## src/rtl/wdog_pkg.sv

```systemverilog
package wdog_pkg;
  localparam int TAP_W = 3;
  localparam int DATA_W = 8;

  typedef enum logic [1:0] {
    REG_CTRL  = 2'd0,
    REG_LIMIT = 2'd1,
    REG_FEED  = 2'd2,
    REG_SPARE = 2'd3
  } reg_addr_e;

  localparam logic [DATA_W-1:0] FEED_ARM  = 8'hA5;
  localparam logic [DATA_W-1:0] FEED_FIRE = 8'h5A;

  localparam int CTRL_CLK_BIT = 0;
  localparam int CTRL_TOF_BIT = 1;
  localparam int CTRL_RUN_BIT = 2;
  localparam int CTRL_TAP_LSB = 5;
endpackage

```

## src/rtl/wdog_prescaler.sv

```systemverilog
module wdog_prescaler #(
  parameter int BASE_SHIFT = 5,
  parameter int TAP_W = 3
) (
  input  logic             clk,
  input  logic             rst_n,
  input  logic             clr_i,
  input  logic             tick_i,
  input  logic [TAP_W-1:0] tap_i,
  output logic             carry_o
);
  localparam int TAP_SPAN = (1 << TAP_W) - 1;
  localparam int PS_W = BASE_SHIFT + TAP_SPAN;

  // Low (BASE_SHIFT + tap) bits set: the prescaler wraps when all are ones.
  function automatic logic [PS_W-1:0] tap_mask(input logic [TAP_W-1:0] tap);
    tap_mask = {PS_W{1'b1}} >> (TAP_SPAN - int'(tap));
  endfunction

  logic [PS_W-1:0] ps_q;
  logic [PS_W-1:0] mask;
  logic            at_end;

  assign mask    = tap_mask(tap_i);
  assign at_end  = (ps_q & mask) == mask;
  assign carry_o = tick_i & at_end;

  always_ff @(posedge clk or negedge rst_n) begin
    if (!rst_n)       ps_q <= '0;
    else if (clr_i)   ps_q <= '0;
    else if (carry_o) ps_q <= '0;
    else if (tick_i)  ps_q <= ps_q + 1'b1;
  end

  AST_PS_CLEARED: assert property (@(posedge clk) disable iff (!rst_n)
    clr_i |=> (ps_q == '0));
endmodule

```

## src/rtl/wdog_downcnt.sv

```systemverilog
module wdog_downcnt #(
  parameter int CNT_W = 8
) (
  input  logic             clk,
  input  logic             rst_n,
  input  logic             load_i,
  input  logic [CNT_W-1:0] limit_i,
  input  logic             step_i,
  output logic [CNT_W-1:0] cnt_o,
  output logic             underflow_o
);
  logic [CNT_W-1:0] cnt_q;

  assign cnt_o       = cnt_q;
  assign underflow_o = step_i & (cnt_q == '0);

  always_ff @(posedge clk or negedge rst_n) begin
    if (!rst_n)      cnt_q <= '0;
    else if (load_i) cnt_q <= limit_i;
    else if (step_i) cnt_q <= cnt_q - 1'b1;
  end

  AST_LOAD_OR_STEP: assert property (@(posedge clk) disable iff (!rst_n)
    $onehot0({load_i, step_i}));
  AST_LOAD_TAKES_LIMIT: assert property (@(posedge clk) disable iff (!rst_n)
    load_i |=> (cnt_o == $past(limit_i)));
endmodule

```

## src/rtl/wdog_feed.sv

```systemverilog
module wdog_feed
  import wdog_pkg::*;
(
  input  logic              clk,
  input  logic              rst_n,
  input  logic              wr_i,
  input  logic              is_feed_i,
  input  logic [DATA_W-1:0] data_i,
  output logic              fire_o
);
  logic armed_q;

  assign fire_o = wr_i & is_feed_i & (data_i == FEED_FIRE) & armed_q;

  // Every write re-decides the armed state; only the arm code to the feed address keeps it.
  always_ff @(posedge clk or negedge rst_n) begin
    if (!rst_n)    armed_q <= 1'b0;
    else if (wr_i) armed_q <= is_feed_i & (data_i == FEED_ARM);
  end

  AST_FIRE_DISARMS: assert property (@(posedge clk) disable iff (!rst_n)
    fire_o |=> !armed_q);
endmodule

```

## src/rtl/wdog_top.sv

```systemverilog
module wdog_top
  import wdog_pkg::*;
#(
  parameter int BASE_SHIFT = 5,
  parameter int CNT_W = 8
) (
  input  logic              clk,
  input  logic              rst_n,
  input  logic              pclk_tick_i,
  input  logic              osc_tick_i,
  input  logic              cfg_rst_en_i,
  input  logic              cfg_safe_i,
  input  logic              bus_wr_i,
  input  logic [1:0]        bus_addr_i,
  input  logic [DATA_W-1:0] bus_wdata_i,
  output logic [DATA_W-1:0] bus_rdata_o,
  output logic              wdtof_o,
  output logic              irq_o,
  output logic              rst_req_o
);
  // Stored control fields
  logic [TAP_W-1:0] tap_q, tap_act_q;
  logic             run_q, clksel_q, tof_q;
  logic [CNT_W-1:0] limit_q;
  logic             load_pend_q, rst_req_q;

  // Named internal events
  logic             lock, run_eff, clk_eff, src_tick, tick;
  logic             wr_ctrl, wr_limit, is_feed;
  logic             load_evt, ps_tick, ps_clr, ps_carry;
  logic             feed_fire, underflow;
  logic [CNT_W-1:0] cnt;
  logic [1:0]       unused_wbits;

  assign unused_wbits = bus_wdata_i[4:3];

  assign lock     = cfg_rst_en_i & cfg_safe_i;
  assign run_eff  = run_q | lock;
  assign clk_eff  = clksel_q | lock;
  assign src_tick = clk_eff ? osc_tick_i : pclk_tick_i;
  assign tick     = run_eff & src_tick;

  assign wr_ctrl  = bus_wr_i & (reg_addr_e'(bus_addr_i) == REG_CTRL);
  assign wr_limit = bus_wr_i & (reg_addr_e'(bus_addr_i) == REG_LIMIT);
  assign is_feed  = reg_addr_e'(bus_addr_i) == REG_FEED;

  // The first tick after a reload only loads; later ticks drive the prescaler.
  assign load_evt = tick & load_pend_q;
  assign ps_tick  = tick & ~load_pend_q;
  assign ps_clr   = load_evt | feed_fire;

  wdog_feed u_feed (
    .clk      (clk),
    .rst_n    (rst_n),
    .wr_i     (bus_wr_i),
    .is_feed_i(is_feed),
    .data_i   (bus_wdata_i),
    .fire_o   (feed_fire)
  );

  wdog_prescaler #(
    .BASE_SHIFT(BASE_SHIFT),
    .TAP_W     (TAP_W)
  ) u_ps (
    .clk    (clk),
    .rst_n  (rst_n),
    .clr_i  (ps_clr),
    .tick_i (ps_tick),
    .tap_i  (tap_act_q),
    .carry_o(ps_carry)
  );

  wdog_downcnt #(
    .CNT_W(CNT_W)
  ) u_cnt (
    .clk        (clk),
    .rst_n      (rst_n),
    .load_i     (load_evt),
    .limit_i    (limit_q),
    .step_i     (ps_carry),
    .cnt_o      (cnt),
    .underflow_o(underflow)
  );

  always_ff @(posedge clk or negedge rst_n) begin
    if (!rst_n) begin
      tap_q       <= '1;
      tap_act_q   <= '1;
      run_q       <= 1'b1;
      clksel_q    <= 1'b1;
      tof_q       <= 1'b0;
      limit_q     <= '1;
      load_pend_q <= 1'b1;
      rst_req_q   <= 1'b0;
    end else begin
      if (wr_ctrl) begin
        tap_q    <= bus_wdata_i[CTRL_TAP_LSB +: TAP_W];
        run_q    <= bus_wdata_i[CTRL_RUN_BIT];
        clksel_q <= bus_wdata_i[CTRL_CLK_BIT];
      end
      if (wr_limit) limit_q <= bus_wdata_i[CNT_W-1:0];

      if (load_evt) tap_act_q <= tap_q;

      if (feed_fire | underflow) load_pend_q <= 1'b1;
      else if (load_evt)         load_pend_q <= 1'b0;

      if (feed_fire)                                  tof_q <= 1'b0;
      else if (underflow)                             tof_q <= 1'b1;
      else if (wr_ctrl && !bus_wdata_i[CTRL_TOF_BIT]) tof_q <= 1'b0;

      rst_req_q <= underflow & ~feed_fire & cfg_rst_en_i;
    end
  end

  always_comb begin
    case (reg_addr_e'(bus_addr_i))
      REG_CTRL:  bus_rdata_o = {tap_q, 2'b00, run_eff, tof_q, clk_eff};
      REG_LIMIT: bus_rdata_o = DATA_W'(limit_q);
      default:   bus_rdata_o = '0;
    endcase
  end

  assign wdtof_o   = tof_q;
  assign irq_o     = tof_q & ~cfg_rst_en_i;
  assign rst_req_o = rst_req_q;

  AST_FEED_CLEARS_FLAG: assert property (@(posedge clk) disable iff (!rst_n)
    feed_fire |=> !wdtof_o);
  AST_UNDERFLOW_SETS_FLAG: assert property (@(posedge clk) disable iff (!rst_n)
    (underflow && !feed_fire) |=> wdtof_o);
  AST_STOPPED_HOLDS: assert property (@(posedge clk) disable iff (!rst_n)
    !run_eff |=> $stable(cnt));
  AST_RST_ONE_CYCLE: assert property (@(posedge clk) disable iff (!rst_n)
    rst_req_o |=> !rst_req_o);
  AST_LOCK_READS_ONE: assert property (@(posedge clk) disable iff (!rst_n)
    (lock && reg_addr_e'(bus_addr_i) == REG_CTRL) |-> (bus_rdata_o[CTRL_RUN_BIT] && bus_rdata_o[CTRL_CLK_BIT]));
endmodule

```

## config.mk

```make
export PLATFORM = sky130hd
export DESIGN_NAME = wdog_top
export DESIGN_NICKNAME = d
export VERILOG_FILES = /design/src/rtl/wdog_pkg.sv /design/src/rtl/wdog_prescaler.sv /design/src/rtl/wdog_downcnt.sv /design/src/rtl/wdog_feed.sv /design/src/rtl/wdog_top.sv
export SDC_FILE = /design/constraint.sdc
export NUM_CORES = 1
export LEC_CHECK = 0
export CORE_ASPECT_RATIO = 1.25
export CORE_MARGIN = 2
export CORE_UTILIZATION = 55
export CTS_CLUSTER_SIZE = 14
export DETAILED_ROUTE_END_ITERATION = 10
export PLACE_DENSITY = 0.79
export SLEW_MARGIN = 20
export SYNTH_ARGS = -nofsm -noshare
export SYNTH_HDL_FRONTEND = slang
export SYNTH_SLANG_ARGS = --single-unit
export TNS_END_PERCENT = 100
```

## constraint.sdc

```tcl
create_clock -name clk -period 3.7 [get_ports clk]
set_input_delay 0.555 -clock clk [delete_from_list [all_inputs] [get_ports clk]]
set_output_delay 0.555 -clock clk [all_outputs]
set_load 0.01 [all_outputs]
```

Word-level counts from Yosys, hierarchy flattened. Cells that the tools add are included. Widths: inputs -> output; s select.

Add/sub/neg operators: 3. Equality and inequality tests: 5. Shift operators: 1. Muxes and demuxes: 12. Bitwise operators: 23. Reduce and logical (&&, ||, !) cells: 8.

Operators with widths (count): $mux 12 (3); $shr 12x32->12 const A (1); $mux 8 (2); $pmux 8 s2 (1); $and 1x1->1 (15); $add 12x1->12 const B (1); $and 12x12->12 (1); $eq 12x12->1 (1); $eq 8x7->1 const B (1); $eq 8x8->1 const B (1); $logic_not 8->1 (1); $sub 8x1->8 const B (1); $mux 1 (6); $reduce_bool 3->1 (2); $or 1x1->1 (4); $reduce_bool 2->1 (2); $sub 3x3->4 const A (1); $not 1->1 (3); $eq 2x1->1 const B (1); $eq 2x2->1 const B (1); $logic_not 2->1 (1); $logic_and 1x1->1 (1); $logic_not 1->1 (1).

Bits in registers: 40. Input port bits: 17. Output and inout bits: 11. Logic and storage cells: 63.

Depth between registers and ports, before layout. Gate-level depths: netlist of run 1.

Depth in word-level cells: 9. Mapped depth: 8. Depth with buffers taken out: 6.

Cells and area by module. Synthesis of run 1 repeated with hierarchy kept, for this count alone.

Cells, all modules: 230. Area, all modules: 2303.5 um^2.

By module, submodules not included: wdog_top (instances 1, cells each 75, area an instance 943.4 um^2, seq. area each 496.7 um^2); wdog_prescaler (instances 1, cells each 90, area an instance 757.0 um^2, seq. area each 300.3 um^2); wdog_downcnt (instances 1, cells each 53, area an instance 510.5 um^2, seq. area each 200.2 um^2); wdog_feed (instances 1, cells each 12, area an instance 92.6 um^2, seq. area each 25.0 um^2).

Worst setup path before layout of run 1. No wires, ideal clock.

Path type: input-to-reg. Start: in cfg_rst_en_i. End: reg u_cnt.cnt_q[3] (netlist: u_cnt.cnt_o[3]). Library setup time: 0.126 ns. Data arrival time: 1.777 ns. Path slack: 1.797 ns. Stages: 7. Buffers on the path: 1. Cells stage by stage: a21o_1 -> o211a_1 -> buf_6 -> nor2_8 -> and3_2 -> mux2i_1 -> a221o_1.

Longest elaborated chain between the ends: 7.

Ends and longest elaborated chain: start: declaration (RTL line wdog_top.sv:11) `input logic cfg_rst_en_i,`; $and 1x1->1 (*) (RTL line wdog_top.sv:37) `assign lock = cfg_rst_en_i & cfg_safe_i;`; $or 1x1->1 (RTL line wdog_top.sv:39) `assign clk_eff = clksel_q | lock;`; $mux 1 (RTL line wdog_top.sv:40) `assign src_tick = clk_eff ? osc_tick_i : pclk_tick_i;`; $and 1x1->1 (*) (RTL line wdog_top.sv:41) `assign tick = run_eff & src_tick;`; $and 1x1->1 (RTL line wdog_top.sv:49) `assign ps_tick = tick & ~load_pend_q;`; $and 1x1->1 (RTL line wdog_prescaler.sv:26) `assign carry_o = tick_i & at_end;`; $reduce_bool 2->1 (no source line); end signal: assignment (RTL line wdog_downcnt.sv:19) `else if (load_i) cnt_q <= limit_i;`; end signal: assignment (RTL line wdog_downcnt.sv:20) `else if (step_i) cnt_q <= cnt_q - 1'b1;`; end: declaration (RTL line wdog_downcnt.sv:12) `logic [CNT_W-1:0] cnt_q;`.

Mark *: on every way between the ends. The rest lies on a longest branch, timed or not. A chain may end at the register's enable or synchronous reset.

Worst setup path after layout of run 1.
Start: in bus_addr_i[0]. End: out bus_rdata_o[4].

Longest elaborated chain between the ends: 2.

Ends and longest elaborated chain: start: declaration (RTL line wdog_top.sv:14) `input logic [1:0] bus_addr_i,`; $eq 2x1->1 or $logic_not 2->1 (tied branches) (RTL line wdog_top.sv:117) `case (reg_addr_e'(bus_addr_i))`; $pmux 8 s2 (*) (RTL line wdog_top.sv:117); end: declaration (RTL line wdog_top.sv:16) `output logic [DATA_W-1:0] bus_rdata_o,`.

Marks and branches as above.

==> impl_results.md, run 1 <==
* Result of the run: complete, no violations
* Cell with the biggest individual delay on the critical path: clkdlybuf4s50_1
* Wire length of the first global-routing pass at 7.68 mm
* Critical Path End Type: output port
* Flip-flop and latch count after synthesis at 40
* Share of the synthesized area in the top cell type at 26.1%
* GRT Util Overall at 22.7%
* CP Data Arrival Time at 2.25 ns
* Placer congestion estimate at 0.850
* RSZ-0062 raised after global routing: no
* Final net count at 270
* Core Region at 3820 um^2
* Highest clock frequency the design can meet at 356 MHz
* Post-synthesis share of cell area spent on full adders, half adders and majority gates at 1.14%
* Relative slew margins at 41.8%
* Filler cell count in the final layout at 330
* Placed standard-cell area at 2500 um^2
* Die width at 60.6 um
* PnR worst setup slack at 0.891 ns
* Synth Area in XOR/XNOR at 3.98%
* Die height at 74.7 um
* Synth Flop Type: dfrtp_1
* Antenna violations before repair at 0
* Violation count after the first detailed-routing iteration at 102
* Number of violations of the max-capacitance limit at 0
* Count of hold buffers inserted by post-cts repair at 0
* Total I/O pin count at 28
* Setup Buffers After CTS at 0
* Multiplexer fraction of the synthesized cell area at 9.43%
* Buffer cell driving the clock tree root: clkbuf_8
* Worst min-delay path category: in2async
* Post-Synth Simple-Gate Area at 23.6%
* Syn nets at 241
* Cell row count at 25
* Clock transition at path regs at 0.08 ns
* Reg-to-reg setup timing slack at 1.62 ns
* Cell types occupying the most area after synthesis: dfrtp_1 (26%), dfstp_2 (20%), mux2_2 (7.2%)
* Total power density per cell area at 409 nW/um^2
* Slew @ Worst Pin at 0.874 ns
* Max FO, Critical Path at 12
* Final Hold Viols at 0
* Critical Path, Cell by Cell: clkdlybuf4s50_1, nor2b_1, and2_1, clkdlybuf4s50_1
* Final instance area at 2590 um^2
* Final HPWL from detailed placement at 3.44 mm
* Vias in the first global route at 1677
* Compound-Gate Fraction of Synth Area at 12.1%
* Worst clock skew on the final layout at 0.00406 ns
* Count of flip-flops with a built-in enable after synthesis at 0
* Clock buffer depth at 2
* Detailed-route via count at 1729
* Pre-Repair DR Iteration Count at 4
* Area of the die at 4530 um^2
* Residual DRC at 0
* Final Max Tran Viols at 0
* Antenna viol nets, final at 0
* Count of antenna diodes in the layout at 0
* Gates resized, CTS repair at 0
* Proportion of synthesized flip-flops having asynchronous set or reset at 100%
* Mean area per synthesized cell at 9.92 um^2
* Tightest hold margin at 0.379 ns
* Post-Synthesis Cells at 222
* Insertion delay to the later sink of the worst-skew pair at 0.29 ns
* TNS Setup at 0 ns
* Sequential cell area fraction in the yosys report at 46.4%
* Most frequent CP cell: clkdlybuf4s50_1
* Post-synthesis cell type with the largest combined area: dfrtp_1
* CTS H-tree lvls at 2
* Final Setup Violations at 0
* Mean routed wirelength per cell at 15.1 um
* Combinational family with the most area after synthesis: simple AND/OR/NAND/NOR gates
* Area added between synthesis and finish at 17.8%
* Yosys cell types at 46
* Worst-case setup slack after placement at 0.880 ns
* Wire length reported by the detailed router at 4.63 mm
* Critical path type: in2out
* Clock tree from TritonCTS: built
* Gr ovfl total at 0
* Min Tclk post-route at 2.81 ns
* Required @ worst endpoint at 3.14 ns
* Vias per cell at 5.65
* Tcrit/Tclk final at 75.9%
* CTS Buf Count at 5
* Ys Warns at 0
* Maximum number of pins on one net before global-route repair at 41
* Worst IR drop on VDD at 0.296 mV
* Count of input and output buffers at 27
* CP Launch Type: primary input
* Clk sink count at 40
* Layout cell share with drive strength beyond 1 at 18.3%
* Starting utilization of the core area at 57.7%
* Standby leakage power at 1.09 nW
* Delay contributed by the slowest stage of the critical path at 0.78 ns
* Total standard cell area after synthesis at 2200 um^2
==> state kept, by name, indices dropped and copies added, names as in the netlist <==
signal / cells
u_cnt.cnt_o: 8
load_pend_q: 1
clksel_q: 1
u_feed.armed_q: 1
u_ps.ps_q: 12
wdtof_o: 1
run_q: 1
rst_req_o: 1
limit_q: 8
tap_act_q: 3
tap_q: 3
==> worst max-delay path, delay by kind of cell <==
kind	cells	cell delay [ns]
simple gates	2	0.40
buf+inv	2	1.30
==> power by group <==
group,switching (mW),internal (mW)
Sequential,0.0530,0.513
Clock,0.148,0.149
Combinational,0.0991,0.0989
==> path summary, 6_finish.rpt <==
check / endpoint / from / cells past startpoint
setup / recovery: bus_rdata_o[4] / bus_addr_i[0] / 4
hold / removal: u_cnt.cnt_o[4] / rst_n / 1
setup reg to reg: u_cnt.cnt_o[3] / run_q / 6
hold reg to reg: tap_act_q[0] / tap_q[0] / 2
max in group asynchronous: u_ps.ps_q[5] / rst_n / 1
min in group clk: tap_act_q[0] / tap_q[0] / 2
==> metal layers <==
layer	GRT usage, %	up-vias	routed length (um)
li1	-	853	-
met1	27.9	841	2030
met2	39.9	31	2400
met3	4.30	4	132
met4	7.25	0	59
met5	0	-	0
==> area by class of cell <==
type | count | area, um^2 | area share (%)
clock inverters | 2 | 10.0 | 0.386
well taps | 54 | 67.6 | 2.60
clock buffers | 6 | 82.6 | 3.18
multi-input cells | 167 | 1110 | 42.6
inverters | 9 | 33.8 | 1.30
flip-flops and latches | 40 | 1020 | 39.4
repair buffers | 28 | 273 | 10.5
==> cells by family after synthesis <==
logic type	after synthesis
multiplexers	19
AND/OR/NAND/NOR	98
XOR/XNOR	10
AO/OA/AOI/OAI	38
buffers and inverters	15
flip-flops	40
adder cells (fa/ha/maj)	2
==> synth_stat cells (3+ instances only) <==
| cell | instances |
|---|---|
| and2_1 | 3 |
| nor4bb_1 | 4 |
| o21ai_0 | 7 |
| nor3_1 | 3 |
| nor2b_1 | 3 |
| dfrtp_1 | 23 |
| a21oi_1 | 9 |
| mux2_2 | 14 |
| a32oi_1 | 5 |
| dfstp_2 | 17 |
| nor2_1 | 25 |
| mux2i_1 | 5 |
| nand3_1 | 15 |
| nand2_1 | 24 |
| inv_1 | 9 |
| xor2_1 | 4 |
| nand2b_1 | 4 |
| xnor2_1 | 6 |
==> per-stage QoR <==
step                      util (%)  power, mW  cells
final                         68.0       1.06    306
after CTS                     68.0       1.07    306
after floorplan                  -      0.691    222
after detailed placement      65.6      0.771    298
after global routing          68.0       1.11    306
after global placement        65.6      0.763    298
==> cells in the final DEF, fill, tap and decap left out, drive strengths merged, types with 4 or more instances in the layout <==
cell and count:
clkdlybuf4s50 26, nor2 26, nand2 24, dfrtp 23, dfstp 17, nand3 16, mux2 14, inv 9
a21oi 9, o21ai 9, xnor2 6, clkbuf 6, mux2i 5, a32oi 5, nand2b 4, nor4bb 4
xor2 4
No activity file was read; power rests on OpenSTA's default activity.
==> run 2, diff against run 1 <==
CORE_UTILIZATION = 50   (was 55)
PLACE_DENSITY = 0.76   (was 0.79)
clock period = 2.4 ns   (was 3.7 ns; I/O delays follow)
==> run 2 against run 1 <==
Sequential cell count did not move. Combinational power rose by 60%. Design area rose by 5.4%. Non-clock buffer count rose by 17. Critical endpoint is now bus_rdata_o[5].
==> impl_results.md, run 2 (synthesis results as in run 1) <==
* GRT Util Overall at 22.2% (-0.53 points)
* Core Region at 4320 um^2 (+13%)
* Clock transition at path regs at 0.08 ns (about the same)
* CP Data Arrival Time at 1.95 ns (-0.30 ns)
* Routed length on met3 at 128 um (-3.0%)
* Most frequent CP cell: clkdlybuf4s50_1
* Critical Path End Type: output port
* Final Setup Violations at 0 (unchanged)
* Final Hold Viols at 0 (unchanged)
* Wire length of the first global-routing pass at 8.68 mm (+13%)
* Wire length reported by the detailed router at 4.90 mm (+6.0%)
* Tightest hold margin at 0.184 ns (-0.195 ns)
* Count of hold buffers inserted by post-cts repair at 0 (unchanged)
* Top layer reached by signal wires: met4
* Residual DRC at 0 (unchanged)
* Starting utilization of the core area at 50.9% (-6.8 points)
* R2R depth at 6 (unchanged)
* Area added between synthesis and finish at 24.2%
* Required @ worst endpoint at 2.04 ns (-1.10 ns)
* Filler cell count in the final layout at 388 (+18%)
* Detailed-route via count at 1795 (+3.8%)
* Critical path type: in2out
* Antenna violations before repair at 0 (unchanged)
* Antenna viol nets, final at 0 (unchanged)
* Placer congestion estimate at 0.829 (-2.5%)
* Cell with the biggest individual delay on the critical path: clkdlybuf4s50_1
* Critical Path, Cell by Cell: clkdlybuf4s50_1, buf_4, mux2i_1, nor2_1, clkdlybuf4s50_1
* Die height at 78.2 um (+4.6%)
* Final Util at 63.3% (-4.7 points)
* Slew @ Worst Pin at 0.884 ns (+0.0104 ns)
* Violation count after the first detailed-routing iteration at 77 (-25%)
* Final net count at 287 (+6.3%)
* Setup Buffers After CTS at 0 (unchanged)
* Cell row count at 27 (+8.0%)
* Number of standard cells in the layout, taps in and fillers out at 327 (+6.9%)
* Insertion delay to the later sink of the worst-skew pair at 0.29 ns (about the same)
* Worst min-delay path category: in2async
* Clock buffer depth at 2 (unchanged)
* TNS Setup at 0 ns (unchanged)
* Min Tclk post-route at 2.31 ns
* Vias in the first global route at 1848 (+10%)
* Gates resized, CTS repair at 0 (unchanged)
* Placed instance count at 319 (+7.0%)
* Buffer cell driving the clock tree root: clkbuf_8
* Die width at 63.4 um (+4.6%)
* Final HPWL from detailed placement at 3.77 mm (+9.3%)
* Relative slew margins at 41.1% (-0.69 points)
* Layout cell share with drive strength beyond 1 at 23.8% (+5.5 points)
* RSZ-0062 raised after global routing: no
* Register containing the most flip-flops in the final layout: u_ps.ps_q
* Mean routed wirelength per cell at 15.0 um (-0.82%)
* Count of antenna diodes in the layout at 0 (unchanged)
* CTS H-tree lvls at 2 (unchanged)
* Maximum number of pins on one net before global-route repair at 41 (unchanged)
* Total power density per cell area at 610 nW/um^2 (+49%)
* Delay contributed by the slowest stage of the critical path at 0.63 ns (-0.15 ns)
* Most common cell after layout, fill and taps aside: clkdlybuf4s50_1
* CP Launch Type: primary input
* Area of the die at 4950 um^2 (+9.4%)
* Met2 WL at 2.66 mm (+11%)
* Count of input and output buffers at 27 (unchanged)
* Worst IR drop on VDD at 0.388 mV (+31%)
* Number of violations of the max-capacitance limit at 0 (unchanged)
* Final Max Tran Viols at 0 (unchanged)
* Clk sink count at 40 (unchanged)
* Result of the run: complete, no violations
* Worst clock skew on the final layout at 0.00569 ns (+0.00164 ns)
* Vias per cell at 5.49 (-2.8%)
* Commonest cells after routing, fill and taps aside: clkdlybuf4s50_1 (26), nor2_1 (25), nand2_1 (24)
* Gr ovfl total at 0 (unchanged)
* Total I/O pin count at 28 (unchanged)
* Pre-Repair DR Iteration Count at 5 (+1)
* Standby leakage power at 1.17 nW (+6.9%)
* Highest clock frequency the design can meet at 432 MHz
* Tcrit/Tclk final at 96.4%
* Max FO, Critical Path at 8 (-4)
* Wire length on met1 at 2.04 mm (+0.39%)
* Largest register FFs at 12 (unchanged)
* Clock tree from TritonCTS: built
* CTS Buf Count at 5 (unchanged)
[run 2: cell count changes in the layout (fill, tap and decap cells not counted), sizes merged]
cell	before	now
clkinv	2	0
buf	2	19
clkinvlp	0	2
[run 2: final cells by class]
class                   instances  area, um^2  area share (%)
flip-flops and latches         40        1020            37.4
repair buffers                 45         400            14.6
well taps                      58        72.6            2.65
clock inverters                 2        15.0           0.549
inverters                       9        33.8            1.24
multi-input cells             167        1110            40.5
clock buffers                   6        82.6            3.02
[run 2: through the flow]
step	total power [mW]	worst slack [ns]	area, um^2
2_1_floorplan	1.06	0.639	2200
3_3_place_gp	1.19	0.0912	2640
3_5_place_dp	1.21	0.0889	2640
4_1_cts	1.68	0.0779	2730
5_1_grt	1.76	0.00196	2740
6_report	1.67	0.0858	2740
[run 2: worst paths after layout]
| path | from | to | slack (ns) |
|---|---|---|---|
| max in group asynchronous | rst_n | u_feed.armed_q | 1.66 |
| worst min-delay path | rst_n | u_ps.ps_q[8] | 0.18 |
| worst max register to register | tap_act_q[2] | u_cnt.cnt_o[2] | 0.52 |
| min in group clk | tap_q[1] | tap_act_q[1] | 0.49 |
| worst max-delay path | bus_addr_i[0] | bus_rdata_o[5] | 0.09 |
| worst min register to register | tap_q[1] | tap_act_q[1] | 0.49 |
[run 2: where the power goes]
| group | internal, mW | switching [mW] | total, mW |
|---|---|---|---|
| Clock | 0.233 | 0.241 | 0.474 |
| Sequential | 0.791 | 0.0856 | 0.876 |
| Combinational | 0.164 | 0.153 | 0.317 |
| Total | 1.19 | 0.480 | 1.67 |
[run 2: worst max-delay path: cells and delay by family]
kind / cells / cell delay (ns)
buf+inv: 3 / 1.32
mux: 1 / 0.21
simple gates: 1 / 0.06
[run 2: per-layer routing]
layer  up-vias  track usage (%)
met3         7             3.87
met1       868             27.1
met4         0             8.91
li1        885                -
met5         -                0
met2        35             38.6
